[src/rtl/sprom_pkg.sv]
package sprom_pkg;
  localparam int ADDR_W     = 6;
  localparam int DATA_W     = 16;
  localparam int HDR_BITS   = 1 + 2 + ADDR_W;
  localparam int FRAME_W    = HDR_BITS + 1 + DATA_W;
  localparam int CNT_W      = $clog2(FRAME_W + 1);
  localparam int LOAD_WORDS = 7;
  localparam int IDX_W      = $clog2(LOAD_WORDS);
  localparam int GAP_TICKS  = 3;

  localparam logic [1:0] OPC_READ  = 2'b10;
  localparam logic [1:0] OPC_WRITE = 2'b01;
  localparam logic [1:0] OPC_EXT   = 2'b00;
  localparam logic [ADDR_W-1:0] WREN_ADDR = 6'b110000;

  localparam logic [CNT_W-1:0] NB_READ  = CNT_W'(FRAME_W);
  localparam logic [CNT_W-1:0] NB_WRITE = CNT_W'(HDR_BITS + DATA_W);
  localparam logic [CNT_W-1:0] NB_WREN  = CNT_W'(HDR_BITS);

  typedef enum logic [2:0] {ST_BOOT, ST_IDLE, ST_XFER, ST_GAP, ST_POLL} seq_state_t;
  typedef enum logic [2:0] {K_NONE, K_READ, K_WREN, K_WRITE, K_POLL} op_kind_t;

  function automatic logic [FRAME_W-1:0] mk_frame(input logic [1:0] opc,
                                                  input logic [ADDR_W-1:0] addr,
                                                  input logic [DATA_W-1:0] data);
    return {1'b1, opc, addr, data, 1'b0};
  endfunction
endpackage

[src/rtl/sprom_clkgen.sv]
module sprom_clkgen #(
  parameter int DIV = 4
) (
  input  logic clk,
  input  logic rst_n,
  output logic tick
);
  localparam int CW = (DIV > 1) ? $clog2(DIV) : 1;
  localparam logic [CW-1:0] LAST = CW'(DIV - 1);

  logic [CW-1:0] cnt;

  always_ff @(posedge clk) begin
    if (!rst_n) begin
      cnt  <= '0;
      tick <= 1'b0;
    end else begin
      tick <= (cnt == LAST);
      cnt  <= (cnt == LAST) ? '0 : cnt + 1'b1;
    end
  end
endmodule

[src/rtl/sprom_shifter.sv]
module sprom_shifter
  import sprom_pkg::*;
(
  input  logic               clk,
  input  logic               rst_n,
  input  logic               tick,
  input  logic               start,
  input  logic [CNT_W-1:0]   nbits,
  input  logic [FRAME_W-1:0] frame,
  input  logic               sd_in,
  output logic               sk,
  output logic               sd_out,
  output logic               done,
  output logic [DATA_W-1:0]  rx
);
  logic [FRAME_W-1:0] shreg;
  logic [CNT_W-1:0]   left;
  logic               busy;

  always_ff @(posedge clk) begin
    if (!rst_n) begin
      shreg <= '0;
      left  <= '0;
      busy  <= 1'b0;
      sk    <= 1'b0;
      done  <= 1'b0;
      rx    <= '0;
    end else begin
      done <= 1'b0;
      if (start) begin
        shreg <= frame;
        left  <= nbits;
        busy  <= 1'b1;
        sk    <= 1'b0;
      end else if (busy && tick) begin
        if (!sk) begin
          sk <= 1'b1;
          rx <= {rx[DATA_W-2:0], sd_in};
        end else begin
          sk    <= 1'b0;
          shreg <= shreg << 1;
          left  <= left - 1'b1;
          if (left == CNT_W'(1)) begin
            busy <= 1'b0;
            done <= 1'b1;
          end
        end
      end
    end
  end

  assign sd_out = busy & shreg[FRAME_W-1];
endmodule

[src/rtl/sprom_bootregs.sv]
module sprom_bootregs
  import sprom_pkg::*;
(
  input  logic              clk,
  input  logic              rst_n,
  input  logic              we,
  input  logic [IDX_W-1:0]  idx,
  input  logic [DATA_W-1:0] word,
  output logic [47:0]       mac,
  output logic [DATA_W-1:0] vid,
  output logic [DATA_W-1:0] did
);
  localparam int MAC_WORDS = 3;
  localparam int MAC_BASE  = 1;
  localparam int VID_IDX   = 5;
  localparam int DID_IDX   = 6;

  for (genvar g = 0; g < MAC_WORDS; g++) begin : g_mac
    logic [15:0] pair;
    always_ff @(posedge clk) begin
      if (!rst_n) pair <= '0;
      else if (we && idx == IDX_W'(MAC_BASE + g)) pair <= {word[7:0], word[15:8]};
    end
    assign mac[47-16*g -: 16] = pair;
  end

  always_ff @(posedge clk) begin
    if (!rst_n) begin
      vid <= '0;
      did <= '0;
    end else if (we) begin
      if (idx == IDX_W'(VID_IDX)) vid <= word;
      if (idx == IDX_W'(DID_IDX)) did <= word;
    end
  end
endmodule

[src/rtl/sprom_seq.sv]
module sprom_seq
  import sprom_pkg::*;
(
  input  logic               clk,
  input  logic               rst_n,
  input  logic               boot_en,
  input  logic               tick,
  input  logic               cmd_valid,
  output logic               cmd_ready,
  input  logic               cmd_write,
  input  logic [ADDR_W-1:0]  cmd_addr,
  input  logic [DATA_W-1:0]  cmd_wdata,
  output logic               rsp_valid,
  input  logic               rsp_ready,
  output logic [DATA_W-1:0]  rsp_data,
  output logic               eng_start,
  output logic [CNT_W-1:0]   eng_nbits,
  output logic [FRAME_W-1:0] eng_frame,
  input  logic               eng_done,
  input  logic [DATA_W-1:0]  eng_rx,
  input  logic               sd_in,
  output logic               cs,
  output logic               load_done,
  output logic               boot_we,
  output logic [IDX_W-1:0]   boot_idx
);
  localparam logic [IDX_W-1:0] LAST_IDX = IDX_W'(LOAD_WORDS - 1);
  localparam int GW = $clog2(GAP_TICKS + 1);

  seq_state_t        state;
  op_kind_t          kind;
  logic              loading;
  logic [GW-1:0]     gap_cnt;
  logic [ADDR_W-1:0] wr_addr;
  logic [DATA_W-1:0] wr_data;

  assign cmd_ready = (state == ST_IDLE) && load_done && !rsp_valid;
  assign cs        = (state == ST_XFER) || (state == ST_POLL);
  assign boot_we   = (state == ST_XFER) && eng_done && (kind == K_READ) && loading;

  always_ff @(posedge clk) begin
    if (!rst_n) begin
      state     <= ST_BOOT;
      kind      <= K_NONE;
      loading   <= 1'b0;
      load_done <= 1'b0;
      gap_cnt   <= '0;
      boot_idx  <= '0;
      wr_addr   <= '0;
      wr_data   <= '0;
      rsp_valid <= 1'b0;
      rsp_data  <= '0;
      eng_start <= 1'b0;
      eng_nbits <= '0;
      eng_frame <= '0;
    end else begin
      eng_start <= 1'b0;
      if (rsp_valid && rsp_ready) rsp_valid <= 1'b0;
      case (state)
        ST_BOOT: begin
          if (boot_en) begin
            loading  <= 1'b1;
            boot_idx <= '0;
            gap_cnt  <= '0;
            state    <= ST_GAP;
          end else begin
            load_done <= 1'b1;
            state     <= ST_IDLE;
          end
        end
        ST_IDLE: begin
          if (loading) begin
            eng_frame <= mk_frame(OPC_READ, ADDR_W'(boot_idx), '0);
            eng_nbits <= NB_READ;
            eng_start <= 1'b1;
            kind      <= K_READ;
            state     <= ST_XFER;
          end else if (cmd_valid && cmd_ready) begin
            eng_start <= 1'b1;
            state     <= ST_XFER;
            if (cmd_write) begin
              wr_addr   <= cmd_addr;
              wr_data   <= cmd_wdata;
              eng_frame <= mk_frame(OPC_EXT, WREN_ADDR, '0);
              eng_nbits <= NB_WREN;
              kind      <= K_WREN;
            end else begin
              eng_frame <= mk_frame(OPC_READ, cmd_addr, '0);
              eng_nbits <= NB_READ;
              kind      <= K_READ;
            end
          end
        end
        ST_XFER: begin
          if (eng_done) begin
            state   <= ST_GAP;
            gap_cnt <= '0;
            case (kind)
              K_READ: begin
                kind <= K_NONE;
                if (loading) begin
                  if (boot_idx == LAST_IDX) begin
                    loading   <= 1'b0;
                    load_done <= 1'b1;
                  end else begin
                    boot_idx <= boot_idx + 1'b1;
                  end
                end else begin
                  rsp_valid <= 1'b1;
                  rsp_data  <= eng_rx;
                end
              end
              K_WREN:  kind <= K_WRITE;
              K_WRITE: kind <= K_POLL;
              default: kind <= K_NONE;
            endcase
          end
        end
        ST_GAP: begin
          if (tick) begin
            if (gap_cnt == GW'(GAP_TICKS - 1)) begin
              case (kind)
                K_WRITE: begin
                  eng_frame <= mk_frame(OPC_WRITE, wr_addr, wr_data);
                  eng_nbits <= NB_WRITE;
                  eng_start <= 1'b1;
                  state     <= ST_XFER;
                end
                K_POLL:  state <= ST_POLL;
                default: state <= ST_IDLE;
              endcase
            end else begin
              gap_cnt <= gap_cnt + 1'b1;
            end
          end
        end
        ST_POLL: begin
          if (tick && sd_in) begin
            kind    <= K_NONE;
            gap_cnt <= '0;
            state   <= ST_GAP;
          end
        end
        default: state <= ST_IDLE;
      endcase
    end
  end
endmodule

[src/rtl/serial_prom_loader.sv]
module serial_prom_loader
  import sprom_pkg::*;
#(
  parameter int SK_DIV = 4
) (
  input  logic        clk,
  input  logic        rst_n,
  input  logic        boot_en,
  input  logic        cmd_valid,
  output logic        cmd_ready,
  input  logic        cmd_write,
  input  logic [5:0]  cmd_addr,
  input  logic [15:0] cmd_wdata,
  output logic        rsp_valid,
  input  logic        rsp_ready,
  output logic [15:0] rsp_data,
  output logic        mw_cs,
  output logic        mw_sk,
  output logic        mw_di,
  input  logic        mw_do,
  output logic [47:0] station_mac,
  output logic [15:0] sub_vendor_id,
  output logic [15:0] sub_device_id,
  output logic        load_done
);
  logic               tick;
  logic               eng_start;
  logic [CNT_W-1:0]   eng_nbits;
  logic [FRAME_W-1:0] eng_frame;
  logic               eng_done;
  logic [DATA_W-1:0]  eng_rx;
  logic               boot_we;
  logic [IDX_W-1:0]   boot_idx;

  sprom_clkgen #(.DIV(SK_DIV)) u_clk (
    .clk(clk), .rst_n(rst_n), .tick(tick)
  );

  sprom_shifter u_shift (
    .clk(clk), .rst_n(rst_n), .tick(tick), .start(eng_start),
    .nbits(eng_nbits), .frame(eng_frame), .sd_in(mw_do),
    .sk(mw_sk), .sd_out(mw_di), .done(eng_done), .rx(eng_rx)
  );

  sprom_seq u_seq (
    .clk(clk), .rst_n(rst_n), .boot_en(boot_en), .tick(tick),
    .cmd_valid(cmd_valid), .cmd_ready(cmd_ready), .cmd_write(cmd_write),
    .cmd_addr(cmd_addr), .cmd_wdata(cmd_wdata),
    .rsp_valid(rsp_valid), .rsp_ready(rsp_ready), .rsp_data(rsp_data),
    .eng_start(eng_start), .eng_nbits(eng_nbits), .eng_frame(eng_frame),
    .eng_done(eng_done), .eng_rx(eng_rx), .sd_in(mw_do), .cs(mw_cs),
    .load_done(load_done), .boot_we(boot_we), .boot_idx(boot_idx)
  );

  sprom_bootregs u_regs (
    .clk(clk), .rst_n(rst_n), .we(boot_we), .idx(boot_idx), .word(eng_rx),
    .mac(station_mac), .vid(sub_vendor_id), .did(sub_device_id)
  );
endmodule

[config.mk]
export PLATFORM = sky130hd
export DESIGN_NAME = serial_prom_loader
export DESIGN_NICKNAME = d
export VERILOG_FILES = /design/src/rtl/sprom_pkg.sv /design/src/rtl/sprom_clkgen.sv /design/src/rtl/sprom_shifter.sv /design/src/rtl/sprom_bootregs.sv /design/src/rtl/sprom_seq.sv /design/src/rtl/serial_prom_loader.sv
export SDC_FILE = /design/constraint.sdc
export NUM_CORES = 1
export LEC_CHECK = 0
export ABC_AREA = 1
export BUFFER_PORTS_ARGS = -buffer_cell sky130_fd_sc_hd__buf_2
export CAP_MARGIN = 40
export CORE_MARGIN = 2
export CORE_UTILIZATION = 45
export CTS_CLUSTER_DIAMETER = 50
export CTS_CLUSTER_SIZE = 10
export DETAILED_ROUTE_END_ITERATION = 12
export GPL_TIMING_DRIVEN = 0
export PLACE_DENSITY = 0.68
export SYNTH_ARGS = -nofsm -noshare
export SYNTH_HDL_FRONTEND = slang
export SYNTH_SLANG_ARGS = --single-unit
export TNS_END_PERCENT = 5
[constraint.sdc]
create_clock -name clk -period 1.49 [get_ports clk]
set_clock_uncertainty 0.05 [all_clocks]
set_input_delay 0.298 -clock clk [delete_from_list [all_inputs] [get_ports clk]]
set_output_delay 0.298 -clock clk [all_outputs]
set_load 0.005 [all_outputs]
==> metrics.md <==
| Metric | Value |
|---|---|
| Status | finished with violations |
| Failing checks | setup timing |
| LEAKAGE | 4.71 nW |
| Syn_area_per_cell | 7.53 um2 |
| Wire length per cell | 15.6 um |
| Min-delay src | cmd_wdata[12] |
| Compound-cell area share of the yosys netlist | 16.9% |
| PortBufs | 129 |
| Largest family of logic cells by synthesized area | simple AND/OR/NAND/NOR gates |
| Max clock buf depth | 3 |
| Crit. End Element | flip-flop |
| Ratio of cells with drive above 1 in the final layout | 23.3% |
| DPL Wire Length | 16,700 um |
| Final Non-Filler Cells | 1,534 |
| Maxcap violations | 0 |
| Worst R2R Start | u_seq.state[2]$_SDFFE_PN0P_ |
| Period Utilization, post-route | 114% |
| Final Hold Viols | 0 |
| Worst setup margin | -0.211 ns |
| Clk sinks | 212 |
| Pre-CTS WS | -0.686 ns |
| Ant. Diodes | 0 |
| Worst Tran Pin Value | 0.752 ns |
| Synth warn | 0 |
| Clk_lat worst skew | 0.52 ns |
| HP Class | input port to flip-flop |
| Routed WL | 23,900 um |
| Fraction of registers with async set/reset | 0% |
| Req. time, crit path | 1.89 ns |
| Vias | 7,969 |
| DRC | 0 |
| Drt pass-1 iters | 5 |
| Core Rows | 50 |
| DIE HEIGHT | 141 um |
| Nets | 1,332 |
| Synth Flop Type | dfxtp_1 |
| Largest net degree at the start of global routing | 14 |
| First-pass GRT wire length | 37,100 um |
| Antenna violations before repair | 0 |
| Post-synthesis xor/xnor area fraction | 0% |
| CTS tree | built |
| Final Slew Violations | 0 |
| Most frequent cells in the layout | dfxtp_1, nand2_1, nor2_1, buf_2, a21oi_1 |
| Crit path from | u_seq.state[2]$_SDFFE_PN0P_ |
| Crit path max fanout | 10 |
| Cell area after synthesis | 0.00842 mm2 |
| CP Launch Type | flip-flop |
| H-tree Lvls | 1 |
| Commonest non-fill, non-tap cell in the layout | dfxtp_1 |
| Area growth syn-to-layout | 27.3% |
| EDFF count, synth | 0 |
| Die ar. | 0.0198 mm2 |
| Fin crit period | 1.70 ns |
| Critical path class | flip-flop to flip-flop |
| Simple-gate area share of the yosys netlist | 23.5% |
| Synth Register Bits | 212 |
| Sequential share of the synthesized area | 50.4% |
| RSZ-0062 raised after global routing | true |
| Grt ovf | 0 |
| Placed cells | 1,482 |
| Mux share of post-synthesis cell area | 0% |
| Final Setup Violations | 129 |
| Reg clk slew, reported paths | 0.05 ns |
| Max Fclk | 588 MHz |
| Initial drt markers | 444 |
| Post-DRT Antenna Nets | 0 |
| Worst VDD drop | 0.000996 V |
| GP Congestion | 0.854 |
| Initial Utilization | 45.5% |
| Num CTS Buffers | 26 |
| Synthesized Nets | 1,156 |
| P per Cell Area | 1570 mW/mm2 |
| Clock tree root buffer cell | clkbuf_16 |
| Synth Instances | 1,119 |
| Ports | 131 |
| Gr usage total | 23.0% |
| Slew headroom | 49.8% |
| Setup TNS | -13.30 ns |
| Utilization after layout | 57.9% |
| Core ar. | 0.0185 mm2 |
| DIE WIDTH | 141 um |
| Synth cell types | 36 |
| Vias in the first global route | 7,022 |
| Vias/cell | 5.19 |
| Adder-Cell Fraction of Synth Area | 1.19% |
| WP data arrival | 2.10 ns |
==> where the power goes <==
| part | switching (mW) | leakage, nW | internal, mW | total (mW) |
|---|---|---|---|---|
| sequential | 0.499 | 1.72 | 6.39 | 6.89 |
| clock | 2.26 | 0.378 | 3.54 | 5.80 |
| combinational | 2.66 | 2.61 | 1.46 | 4.12 |
==> Yosys cell counts (6+ instances only) <==
library cell  count  share of area (%)
a21oi_1         119                7.1
a221oi_1         19                2.0
buf_2            18                1.1
clkbuf_1         35                1.6
dfxtp_1         212                 50
ha_1              8                1.2
inv_1            92                4.1
nand2_1         190                8.5
nand3_1          74                4.4
nand4_1           6               0.45
nor2_1          178                7.9
o21ai_0         111                6.6
==> metal layers <==
| metal | routed length, um | up-vias | track usage [%] |
|---|---|---|---|
| met5 | 0 | - | 0 |
| met3 | 1640 | 49 | 3.40 |
| li1 | - | 4012 | - |
| met4 | 648 | 0 | 5.79 |
| met1 | 10900 | 3649 | 32.5 |
| met2 | 10700 | 259 | 37.4 |
==> final timing paths <==
check                                               to  slack, ns  depth (start not counted)
hold / removal          u_seq.wr_data[12]$_SDFFE_PN0P_       0.01                          3
hold reg to reg                u_clk.cnt[0]$_SDFF_PP0_       0.39                          1
setup reg to reg  u_regs.g_mac[1].pair[6]$_SDFFE_PN0P_      -0.21                         10
setup / recovery  u_regs.g_mac[1].pair[6]$_SDFFE_PN0P_      -0.21                         10
==> cell families after synthesis <==
group                      count (synthesis)
and+or+nand+nor                          473
adders and majority gates                  8
buffers and inverters                    162
AOI/OAI and AO/OA                        264
DFF                                      212
==> layout make-up <==
cell class                 count  area (um2)
fill                        1745        7800
sequential                   212        4270
multi-input combinational    745        3750
timing repair buffer         150         862
clock buffer                  28         678
buffer                        62         394
inverter                      98         383
tap                          234         293
clock inverter                 5        86.3
==> registers in the layout, summed over array words and instances, names as in the netlist, 2 cells and up <==
| register | count |
|---|---|
| u_clk.cnt | 2 |
| u_regs.did | 16 |
| u_regs.g_mac.pair | 48 |
| u_regs.vid | 16 |
| u_seq.boot_idx | 3 |
| u_seq.eng_frame | 24 |
| u_seq.eng_nbits | 3 |
| u_seq.gap_cnt | 2 |
| u_seq.kind | 3 |
| u_seq.rsp_data | 16 |
| u_seq.state | 3 |
| u_seq.wr_addr | 6 |
| u_seq.wr_data | 16 |
| u_shift.left | 5 |
| u_shift.rx | 16 |
| u_shift.shreg | 25 |
==> critical path, stage by stage, from the launching register on <==
cell and delay, ns:
dfxtp_4 0.37, nor2_4 0.14, nand2_4 0.08, nor2_4 0.11
nand2_4 0.10, nor2_4 0.14, buf_12 0.14, buf_8 0.13
buf_6 0.13, nand3_1 0.07, a21oi_1 0.16
==> per-stage QoR <==
step / cell area [um2] / power [mW] / hold WS [ns]
final: 10700 / 16.8 / 0.0147
after detailed placement: 9390 / 10.5 / 0.380
after CTS: 10400 / 16.7 / 0.00363
after global routing: 10700 / 17.8 / 0.0259
after floorplan: 8450 / 9.58 / 0.358
after global placement: 9390 / 10.5 / 0.366
==> timing repair <==
action                                  CTS  global route
cloned                                    0             3
endpoints found under the setup margin  199           200
hold endpoints to repair                  7             0
resized for setup                        71            75
hold buffers                              7             0
pin swaps                                26            16
setup buffers                             2             9
No activity file was read; power rests on OpenSTA's default activity.
